$ cat config.mk
export PLATFORM = sky130hd
export DESIGN_NAME = flash_cmd_seq
export DESIGN_NICKNAME = d
export VERILOG_FILES = /design/src/rtl/flash_seq_pkg.sv /design/src/rtl/seq_cmd_decode.sv /design/src/rtl/seq_bus_cycle.sv /design/src/rtl/seq_poll_timer.sv /design/src/rtl/flash_cmd_seq.sv
export SDC_FILE = /design/constraint.sdc
export NUM_CORES = 1
export LEC_CHECK = 0
export ABC_AREA = 1
export ABC_CLOCK_PERIOD_IN_PS = 4800
export CAP_MARGIN = 20
export CORE_MARGIN = 3
export CORE_UTILIZATION = 40
export DETAILED_ROUTE_END_ITERATION = 16
export DONT_BUFFER_PORTS = 1
export SYNTH_ARGS = -nofsm -noshare
export SYNTH_HDL_FRONTEND = slang
export SYNTH_SLANG_ARGS = --single-unit
export TNS_END_PERCENT = 5
$ cat constraint.sdc
create_clock -name clk -period 4.8 [get_ports clk]
set_clock_uncertainty 0.05 [all_clocks]
set_input_delay 0.96 -clock clk [delete_from_list [all_inputs] [get_ports clk]]
set_output_delay 0.96 -clock clk [all_outputs]
set_load 0.03 [all_outputs]
$ cat src/rtl/flash_seq_pkg.sv
package flash_seq_pkg;

    // Host command word patterns
    localparam logic [15:0] HC_START_TAG = 16'h5341;
    localparam logic [7:0]  HC_END_TAG   = 8'h45;
    localparam logic [31:0] HC_UNLOCK    = 32'h556E6C6B;
    localparam logic [31:0] HC_ERASE     = 32'h45726173;
    localparam logic [31:0] HC_PROG      = 32'h50726F67;

    // Flash bus command codes
    localparam logic [7:0] FC_UNLK = 8'h60;
    localparam logic [7:0] FC_ERS  = 8'h20;
    localparam logic [7:0] FC_PGM  = 8'h40;
    localparam logic [7:0] FC_CONF = 8'hD0;

    typedef enum logic [2:0] {
        HK_NONE, HK_START, HK_END, HK_UNLOCK, HK_ERASE, HK_PROG
    } host_kind_e;

    typedef enum logic [1:0] {OP_UNLOCK, OP_ERASE, OP_PROG} op_e;

    typedef enum logic [2:0] {
        SQ_IDLE, SQ_FETCH, SQ_W1, SQ_W2, SQ_POLL, SQ_ADV
    } seq_st_e;

    typedef enum logic [1:0] {BC_IDLE, BC_SETUP, BC_STROBE, BC_HOLD} bc_st_e;

    typedef struct packed {
        host_kind_e  kind;
        logic [23:0] arg;
    } host_cmd_t;

    // Exact words are tested before the tag patterns: erase shares the end tag byte.
    function automatic host_cmd_t decode_host(input logic [31:0] w);
        host_cmd_t r;
        r.arg  = w[23:0];
        if (w == HC_UNLOCK)                 r.kind = HK_UNLOCK;
        else if (w == HC_ERASE)             r.kind = HK_ERASE;
        else if (w == HC_PROG)              r.kind = HK_PROG;
        else if (w[31:16] == HC_START_TAG)  r.kind = HK_START;
        else if (w[31:24] == HC_END_TAG)    r.kind = HK_END;
        else                                r.kind = HK_NONE;
        return r;
    endfunction

    function automatic logic [7:0] lead_code(input op_e op);
        case (op)
            OP_UNLOCK: return FC_UNLK;
            OP_ERASE:  return FC_ERS;
            default:   return FC_PGM;
        endcase
    endfunction

endpackage

$ cat src/rtl/seq_cmd_decode.sv
module seq_cmd_decode
    import flash_seq_pkg::*;
(
    input  logic [31:0] word,
    output host_cmd_t   cmd
);
    always_comb cmd = decode_host(word);
endmodule

$ cat src/rtl/seq_bus_cycle.sv
module seq_bus_cycle
    import flash_seq_pkg::*;
#(
    parameter int AW     = 24,
    parameter int DW     = 16,
    parameter int WE_LEN = 4
) (
    input  logic          clk,
    input  logic          rst,
    input  logic          go,
    input  logic [AW-1:0] addr,
    input  logic [DW-1:0] data,
    output logic          idle,
    output logic          fin,
    output logic [AW-1:0] bus_addr,
    output logic [DW-1:0] bus_data,
    output logic          ce_n,
    output logic          we_n
);
    localparam int CW = $clog2(WE_LEN + 1);

    bc_st_e        st;
    logic [CW-1:0] cnt;

    always_ff @(posedge clk) begin
        if (rst) begin
            st       <= BC_IDLE;
            cnt      <= '0;
            bus_addr <= '0;
            bus_data <= '0;
        end else begin
            case (st)
                BC_IDLE: if (go) begin
                    st       <= BC_SETUP;
                    bus_addr <= addr;
                    bus_data <= data;
                end
                BC_SETUP: begin
                    st  <= BC_STROBE;
                    cnt <= '0;
                end
                BC_STROBE: begin
                    if (cnt == CW'(WE_LEN - 1)) st <= BC_HOLD;
                    else                        cnt <= cnt + 1'b1;
                end
                default: st <= BC_IDLE;
            endcase
        end
    end

    assign idle = (st == BC_IDLE);
    assign fin  = (st == BC_HOLD);
    assign ce_n = (st == BC_IDLE);
    assign we_n = (st != BC_STROBE);
endmodule

$ cat src/rtl/seq_poll_timer.sv
module seq_poll_timer #(
    parameter int TMO_CYC = 100000
) (
    input  logic clk,
    input  logic rst,
    input  logic en,
    input  logic rdy,
    output logic ok,
    output logic expired
);
    localparam int CW = $clog2(TMO_CYC + 1);

    logic [CW-1:0] cnt;

    always_ff @(posedge clk) begin
        if (rst || !en)  cnt <= '0;
        else if (!rdy)   cnt <= cnt + 1'b1;
    end

    assign ok      = en && rdy;
    assign expired = en && !rdy && (cnt == CW'(TMO_CYC - 1));
endmodule

$ cat src/rtl/flash_cmd_seq.sv
module flash_cmd_seq
    import flash_seq_pkg::*;
#(
    parameter int ADDR_W    = 24,
    parameter int DATA_W    = 16,
    parameter int BLK_SHIFT = 16,
    parameter int WE_LEN    = 4,
    parameter int TMO_CYC   = 100000
) (
    input  logic              clk,
    input  logic              rst,
    input  logic [31:0]       cmd_data,
    input  logic              cmd_valid,
    output logic              cmd_ready,
    input  logic [DATA_W-1:0] fifo_data,
    input  logic              fifo_empty,
    output logic              fifo_rd,
    output logic [ADDR_W-1:0] fl_addr,
    output logic [DATA_W-1:0] fl_dq,
    output logic              fl_ce_n,
    output logic              fl_we_n,
    output logic              fl_oe_n,
    input  logic              fl_rdy,
    output logic              done,
    output logic              err_tmo,
    output logic              err_cmd,
    output logic              busy
);
    localparam int          BN_W      = ADDR_W - BLK_SHIFT;
    localparam [ADDR_W-1:0] BLK_WORDS = ADDR_W'(1) << BLK_SHIFT;

    seq_st_e           st;
    op_e               op;
    host_cmd_t         hc;
    logic [15:0]       start_blk;
    logic [ADDR_W-1:0] end_addr, cur_addr, base_addr;
    logic [DATA_W-1:0] wbuf, bus_wdata;
    logic              bus_go, bus_idle, bus_fin, poll_ok, poll_exp;
    logic              last_blk, last_wd, is_last;

    seq_cmd_decode u_dec (.word(cmd_data), .cmd(hc));

    assign base_addr = ADDR_W'(start_blk) << BLK_SHIFT;
    assign last_blk  = cur_addr[ADDR_W-1 -: BN_W] >= end_addr[ADDR_W-1 -: BN_W];
    assign last_wd   = cur_addr >= end_addr;
    assign is_last   = (op == OP_PROG) ? last_wd : last_blk;

    assign bus_go    = (st == SQ_W1 || st == SQ_W2) && bus_idle;
    assign bus_wdata = (st == SQ_W1)   ? DATA_W'(lead_code(op)) :
                       (op == OP_PROG) ? wbuf : DATA_W'(FC_CONF);

    seq_bus_cycle #(.AW(ADDR_W), .DW(DATA_W), .WE_LEN(WE_LEN)) u_bus (
        .clk(clk), .rst(rst), .go(bus_go), .addr(cur_addr), .data(bus_wdata),
        .idle(bus_idle), .fin(bus_fin), .bus_addr(fl_addr), .bus_data(fl_dq),
        .ce_n(fl_ce_n), .we_n(fl_we_n)
    );

    seq_poll_timer #(.TMO_CYC(TMO_CYC)) u_poll (
        .clk(clk), .rst(rst), .en(st == SQ_POLL), .rdy(fl_rdy),
        .ok(poll_ok), .expired(poll_exp)
    );

    always_ff @(posedge clk) begin
        if (rst) begin
            st        <= SQ_IDLE;
            op        <= OP_UNLOCK;
            start_blk <= '0;
            end_addr  <= '0;
            cur_addr  <= '0;
            wbuf      <= '0;
            done      <= 1'b0;
            err_tmo   <= 1'b0;
            err_cmd   <= 1'b0;
        end else begin
            done    <= 1'b0;
            err_cmd <= cmd_valid && (st != SQ_IDLE);
            case (st)
                SQ_IDLE: if (cmd_valid) begin
                    case (hc.kind)
                        HK_START: start_blk <= hc.arg[15:0];
                        HK_END:   end_addr  <= ADDR_W'(hc.arg);
                        HK_UNLOCK, HK_ERASE, HK_PROG: begin
                            op       <= (hc.kind == HK_UNLOCK) ? OP_UNLOCK :
                                        (hc.kind == HK_ERASE)  ? OP_ERASE : OP_PROG;
                            cur_addr <= base_addr;
                            err_tmo  <= 1'b0;
                            st       <= (hc.kind == HK_PROG) ? SQ_FETCH : SQ_W1;
                        end
                        default: ;
                    endcase
                end
                SQ_FETCH: if (!fifo_empty) begin
                    wbuf <= fifo_data;
                    st   <= SQ_W1;
                end
                SQ_W1: if (bus_fin) st <= SQ_W2;
                SQ_W2: if (bus_fin) st <= (op == OP_UNLOCK) ? SQ_ADV : SQ_POLL;
                SQ_POLL: begin
                    if (poll_ok) begin
                        st <= SQ_ADV;
                    end else if (poll_exp) begin
                        err_tmo <= 1'b1;
                        st      <= SQ_IDLE;
                    end
                end
                SQ_ADV: begin
                    if (is_last) begin
                        done <= 1'b1;
                        st   <= SQ_IDLE;
                    end else if (op == OP_PROG) begin
                        cur_addr <= cur_addr + 1'b1;
                        st       <= SQ_FETCH;
                    end else begin
                        cur_addr <= cur_addr + BLK_WORDS;
                        st       <= SQ_W1;
                    end
                end
                default: st <= SQ_IDLE;
            endcase
        end
    end

    assign fifo_rd   = (st == SQ_FETCH) && !fifo_empty;
    assign busy      = (st != SQ_IDLE);
    assign cmd_ready = 1'b1;
    assign fl_oe_n   = 1'b1;
endmodule

Yosys cells after proc, flatten, opt, wreduce, memory -nomap -nowiden
Cells that the tools add are included.
{ "word_totals": {"word_cells": 126, "ff_bits": 142} }
{ "classes": {"bitwise_logic": 2, "addsub": 4, "order_cmp": 2, "muxes": 39, "eq_ne": 35, "reduce_logical": 30} }
{ "op_table": {"columns": ["operator", "count"], "rows": [
  ["32-bit by 31-bit == test with 1-bit output, second input constant", 3],
  ["24-bit 2-to-1 mux", 4],
  ["24-bit one-hot mux with 2 select lines", 1],
  ["3-bit 2-to-1 mux", 12],
  ["16-bit 2-to-1 mux", 2],
  ["24-bit by 1-bit adder with 24-bit output, second input constant", 1],
  ["24-bit by 17-bit adder with 24-bit output, second input constant", 1],
  ["24-bit >= comparator", 1],
  ["2-bit != test, second input constant", 10],
  ["3-bit one-hot mux with 6 select lines", 1],
  ["17-bit by 1-bit adder with 17-bit output, second input constant", 1],
  ["17-bit == test, second input constant", 1],
  ["16-bit by 15-bit == test with 1-bit output, second input constant", 1],
  ["2-bit 2-to-1 mux", 8],
  ["3-bit by 2-bit == test with 1-bit output, second input constant", 5],
  ["7-bit one-hot mux with 2 select lines", 1],
  ["3-bit == test, second input constant", 4],
  ["3-bit AND reduction", 3],
  ["8-bit by 7-bit == test with 1-bit output, second input constant", 1],
  ["8-bit >= comparator", 1],
  ["2-bit AND reduction", 4],
  ["1-bit 2-to-1 mux", 7],
  ["2-bit == test, second input constant", 3],
  ["3-bit by 1-bit == test with 1-bit output, second input constant", 2],
  ["20 further kinds", 34]
]} }

Logic depth before layout (Yosys ltp)
{ "depth": {"ltp_word": 11, "mapped_depth": 17} }

Hierarchy
A second synthesis with hierarchy kept.
{ "hier_totals": {"hier_cells": 1266, "area_unflattened_um2": 8109.0} }
{ "by_module_without_submodules": {"columns": ["module", "area_each_um2", "instances", "cells_each", "seq_area_each_um2"], "rows": [
  ["flash_cmd_seq", 4834.6, 1, 762, 1601.5],
  ["seq_bus_cycle", 1769.2, 1, 231, 900.9],
  ["seq_poll_timer", 959.7, 1, 160, 340.3],
  ["seq_cmd_decode", 545.5, 1, 113, 0.0]
]} }

Worst setup path before layout
Ideal clock, no wire load.
{ "synth_timing": {"path_type": "input to output", "start": "in fifo_empty", "end": "out fifo_rd", "arrival_ns": 1.691, "setup_slack_ns": 2.099, "stages": 2, "required_ns": 3.790, "n_path_buf": 1, "path_cell_list": "nor2_1 -> clkbuf_1"} }
{ "synth_between": {"elab_chain_cells": 2} }
{ "synth_lines": {"columns": ["element", "line", "rtl"], "rows": [
  ["start, declared", "flash_cmd_seq.sv:16", "input logic fifo_empty,"],
  ["1-bit zero test", "flash_cmd_seq.sv:123", "assign fifo_rd = (st == SQ_FETCH) && !fifo_empty;"],
  ["1-bit logical AND", "flash_cmd_seq.sv:123", null],
  ["end, declared", "flash_cmd_seq.sv:17", "output logic fifo_rd,"]
]} }
Every way passes these cells.

Worst setup path after layout
{ "layout_timing": {"start": "reg u_bus.st[0]", "end": "reg u_bus.bus_data[4]"} }
{ "layout_between": {"elab_chain_cells": 3} }
{ "layout_lines": {"columns": ["element", "line", "rtl"], "rows": [
  ["start, declared", "seq_bus_cycle.sv:22", "bc_st_e st;"],
  ["start signal, assigned", "seq_bus_cycle.sv:27", "st <= BC_IDLE;"],
  ["start signal, assigned", "seq_bus_cycle.sv:34", "st <= BC_SETUP;"],
  ["start signal, assigned", "seq_bus_cycle.sv:39", "st <= BC_STROBE;"],
  ["2-bit zero test (*)", null, null],
  ["via fl_ce_n", "flash_cmd_seq.sv:20", "output logic fl_ce_n,"],
  ["1-bit logical AND", "flash_cmd_seq.sv:48", "assign bus_go = (st == SQ_W1 || st == SQ_W2) && bus_idle;"],
  ["2-bit AND reduction (no source line) (*)", null, null],
  ["end signal, assigned", "seq_bus_cycle.sv:36", "bus_data <= data;"],
  ["end, declared", "seq_bus_cycle.sv:16", "output logic [DW-1:0] bus_data,"]
]} }
Mark *: on every way through the listed nets, which the timed path passes. The rest lies on a longest branch.
A chain may end at the register's enable or synchronous reset.

==> impl_metrics.csv <==
group,metric,value,unit
critical_path,path_buf_inv,4,
pwr,vdd_ir_drop_max,0.237,mV
cts,cts_hold_buf,0,
critical_path,cp.required,5.10,ns
cells_and_area,diodes,0,
timing,hold_viol,0,
critical_path,ff2ff_path_depth,9,
placement,hpwl,14000,um
global_route,gr-usage-all-layers,19.5,%
global_route,antenna_found_initial,0,
placement,dpl_cell_area,7550,um^2
cts,cts_setup_buffers,0,
worst_hold_path,hold_path.startpoint,"u_poll.cnt[4]",
critical_path,critPathCaptureType,"register",
placement,io_buffer_count,0,
floorplanning,rows,49,
timing,fin_crit,2.90,ns
pwr,p_int,0.00212,W
pwr,finalPower,0.00303,W
cells_and_area,design_area,8130,um^2
route,vias,6702,
pwr,switching_power,0.000909,W
route,routed_wl,19400,um
global_route,grt_max_degree,65,
timing,rsz0062_at_grt,"false",
pwr,p_sw_share,30.0,%
timing,setup-violations-final,0,
synth,synth-async-reset-ratio,0,%
synth,synth.distinct_cells,42,
cts,root_buffer,"clkbuf_16",
global_route,overflow,0,
cts,cts.sinks,142,
pwr,p_clk_share,43.0,%
cts,cts_inserted_buffers,17,
route,drtPass1Iterations,5,
synth,synth-edff-count,0,
global_route,grt_pass1_vias,6376,
timing,setup_tns,0,ns
route,via_per_inst,5.05,
route,drtIter0Drc,458,
cts,clk_pin_slew_worst_paths,0.06,ns
timing,slew_violations,0,
cells_and_area,area_growth,9.47,%
placement,routabilityCongestion,0.823,
timing,worst_slew_pin_slew,0.841,ns
critical_path,crit_fanout,49,
cts,cts-resized-gates,0,
critical_path,path_delay_family,"buffers and inverters",
cts,clockBufferDepth,2,
synth,synth.avg_cell_area,6.76,um^2
critical_path,cpPeakStageDelay,0.70,ns
critical_path,r2r_end,"u_bus.bus_data[4]",
floorplanning,core_area,18100,um^2
run_status,status,"completed",
timing,post-route-period-util,60.4,%
pwr,combPwrFrac,9.7,%
pwr,leakagePower,3.25,nW
critical_path,crit_chain,"inv_1, ha_1, inv_1, nor2_4, buf_4, inv_2, nor2_1, o21ai_0, a21oi_1",
worst_hold_path,hold_depth,2,
route,drc,0,
cells_and_area,final_cell_mix,"nand2_1 (283), dfxtp_1 (142), inv_1 (136)",
route,postRouteAntennaNets,0,
cells_and_area,drive_gt1_share,6.20,%
floorplanning,die_area,20200,um^2
pwr,seq_power_share,47.2,%
synth,syn_inst,1099,
floorplanning,fp.dieH,142,um
pwr,power_density,373,nW/um^2
cells_and_area,final_common_cell,"nand2_1",
synth,syn_area,7420,um^2
route,drt-wirelength-per-cell,14.6,um
floorplanning,die_x,142,um
synth,synth_top_area_share,38.3,%
synth,synth_largest_area_cell,"dfxtp_1",
cts,cts_tree,"yes",
synth,synthTopCellsByArea,"dfxtp_1 (38%), nand2_1 (14%), a21oi_1 (7.3%), inv_1 (6.9%), nor2_1 (6.5%)",
global_route,grt_pass1_wl,31900,um
synth,synth_ff_type,"dfxtp_1",
flow_run,cap_violations,0,
synth,synth_seq_area_share,38.3,%
floorplanning,initial_core_util,41.1,%
critical_path,crit_type,"reg2reg",
synth,yosys_warnings,0,
critical_path,r2r_start,"u_bus.st[0]",
critical_path,arrival,3.20,ns
worst_hold_path,worstHoldEndpoint,"u_poll.cnt[4]",
floorplanning,io_pins,102,
timing,max_clock_freq,345,MHz
cts,insertion_delay,0.42,ns
synth,yosys_register_bits,142,
critical_path,slowest_stage,"nor2_1",
cts,h-tree-depth,4,
critical_path,r2r_slack,1.90,ns
cells_and_area,nNetsFinal,1172,
critical_path,path_common_cell,"inv_1",
worst_hold_path,worst_hold_path_type,"reg2reg",
timing,max-slew-margin-rel,43.7,%
critical_path,critPathLaunchType,"register",
-- metal layers --
metal / share of wire (%) / track usage, % / up-vias
met5: 0 / 0 / -
li1: - / - / 3494
met1: 43 / 23.4 / 3012
met4: 2.2 / 6.57 / 0
met2: 48 / 32.8 / 164
met3: 6.8 / 6.52 / 32
-- how the worst max path moves through the flow --
stage	startpoint	to	slack, ns	depth (start not counted)
2_1_floorplan	fifo_empty	fifo_rd	2.10	2
3_3_place_gp	u_bus.st[0]	u_bus.bus_data[4]	1.93	9
3_5_place_dp	u_bus.st[0]	u_bus.bus_data[4]	1.84	9
4_1_cts	u_bus.st[0]	u_bus.bus_data[4]	1.83	9
5_1_grt	u_bus.st[0]	u_bus.bus_data[7]	1.49	9
6_report	u_bus.st[0]	u_bus.bus_data[4]	1.90	9
-- cell type report --
type / instances / area, um^2
fill: 1918 / 9960
clock inverter: 13 / 138
clock buffer: 19 / 443
sequential: 142 / 2840
timing repair buffer: 4 / 30.0
inverter: 142 / 533
tap: 229 / 287
multi-input combinational: 777 / 3850
-- Yosys cell counts (2+ instances only) --
cell / n
a21oi_1: 108
buf_2: 11
buf_4: 3
buf_6: 3
clkbuf_1: 20
dfxtp_1: 142
ha_1: 35
inv_1: 136
inv_2: 5
nand2_1: 283
nand2_2: 3
nand2_4: 2
nand3_1: 55
nand3_2: 3
nand3_4: 2
nand3b_1: 2
nand4_1: 30
nor2_1: 129
nor2_2: 7
nor3_1: 13
nor3_2: 2
nor4_1: 3
o211ai_1: 5
o21a_1: 3
o21ai_0: 66
o21ai_1: 2
or2_2: 5
xor2_1: 7
-- per-stage QoR --
stage | hold WS (ns) | std cells | worst slack, ns | util, %
2_1_floorplan | 0.371 | 1100 | 2.10 | -
3_3_place_gp | 0.388 | 1294 | 1.93 | 41.7
3_5_place_dp | 0.391 | 1294 | 1.84 | 41.7
4_1_cts | 0.401 | 1326 | 1.83 | 44.9
5_1_grt | 0.413 | 1326 | 1.49 | 44.9
6_report | 0.402 | 1326 | 1.90 | 44.9
-- flip-flops by register name, indices dropped and copies added (netlist names), 8 cells and up --
| register | count |
|---|---|
| cur_addr | 24 |
| end_addr | 24 |
| wbuf | 16 |
| u_bus.bus_addr | 24 |
| start_blk | 8 |
| u_poll.cnt | 17 |
| u_bus.bus_data | 16 |
-- tightest hold or removal path: cells and delay by family, from the launching register on --
kind | cells | cell delay [ns]
flops | 1 | 0.31
buf+inv | 1 | 0.05
compound gates | 1 | 0.05
-- power by group through the flow --
stage / logic [W] / clock network [W] / registers (W)
2_1_floorplan: 0.000245 / 0 / 0.00144
3_3_place_gp: 0.000296 / 0 / 0.00146
3_5_place_dp: 0.000298 / 0 / 0.00146
4_1_cts: 0.000300 / 0.00133 / 0.00144
5_1_grt: 0.000342 / 0.00138 / 0.00144
6_report: 0.000295 / 0.00130 / 0.00143
-- cells by family after synthesis --
group	synth area share, %
AOI/OAI and AO/OA	13.3
xor gates and xnor gates	0.826
adders and majority gates	5.90
buffers and inverters	9.94
DFF	38.3
other	0.0505
and+or+nand+nor	31.7
No activity file was read; power rests on OpenSTA's default activity.
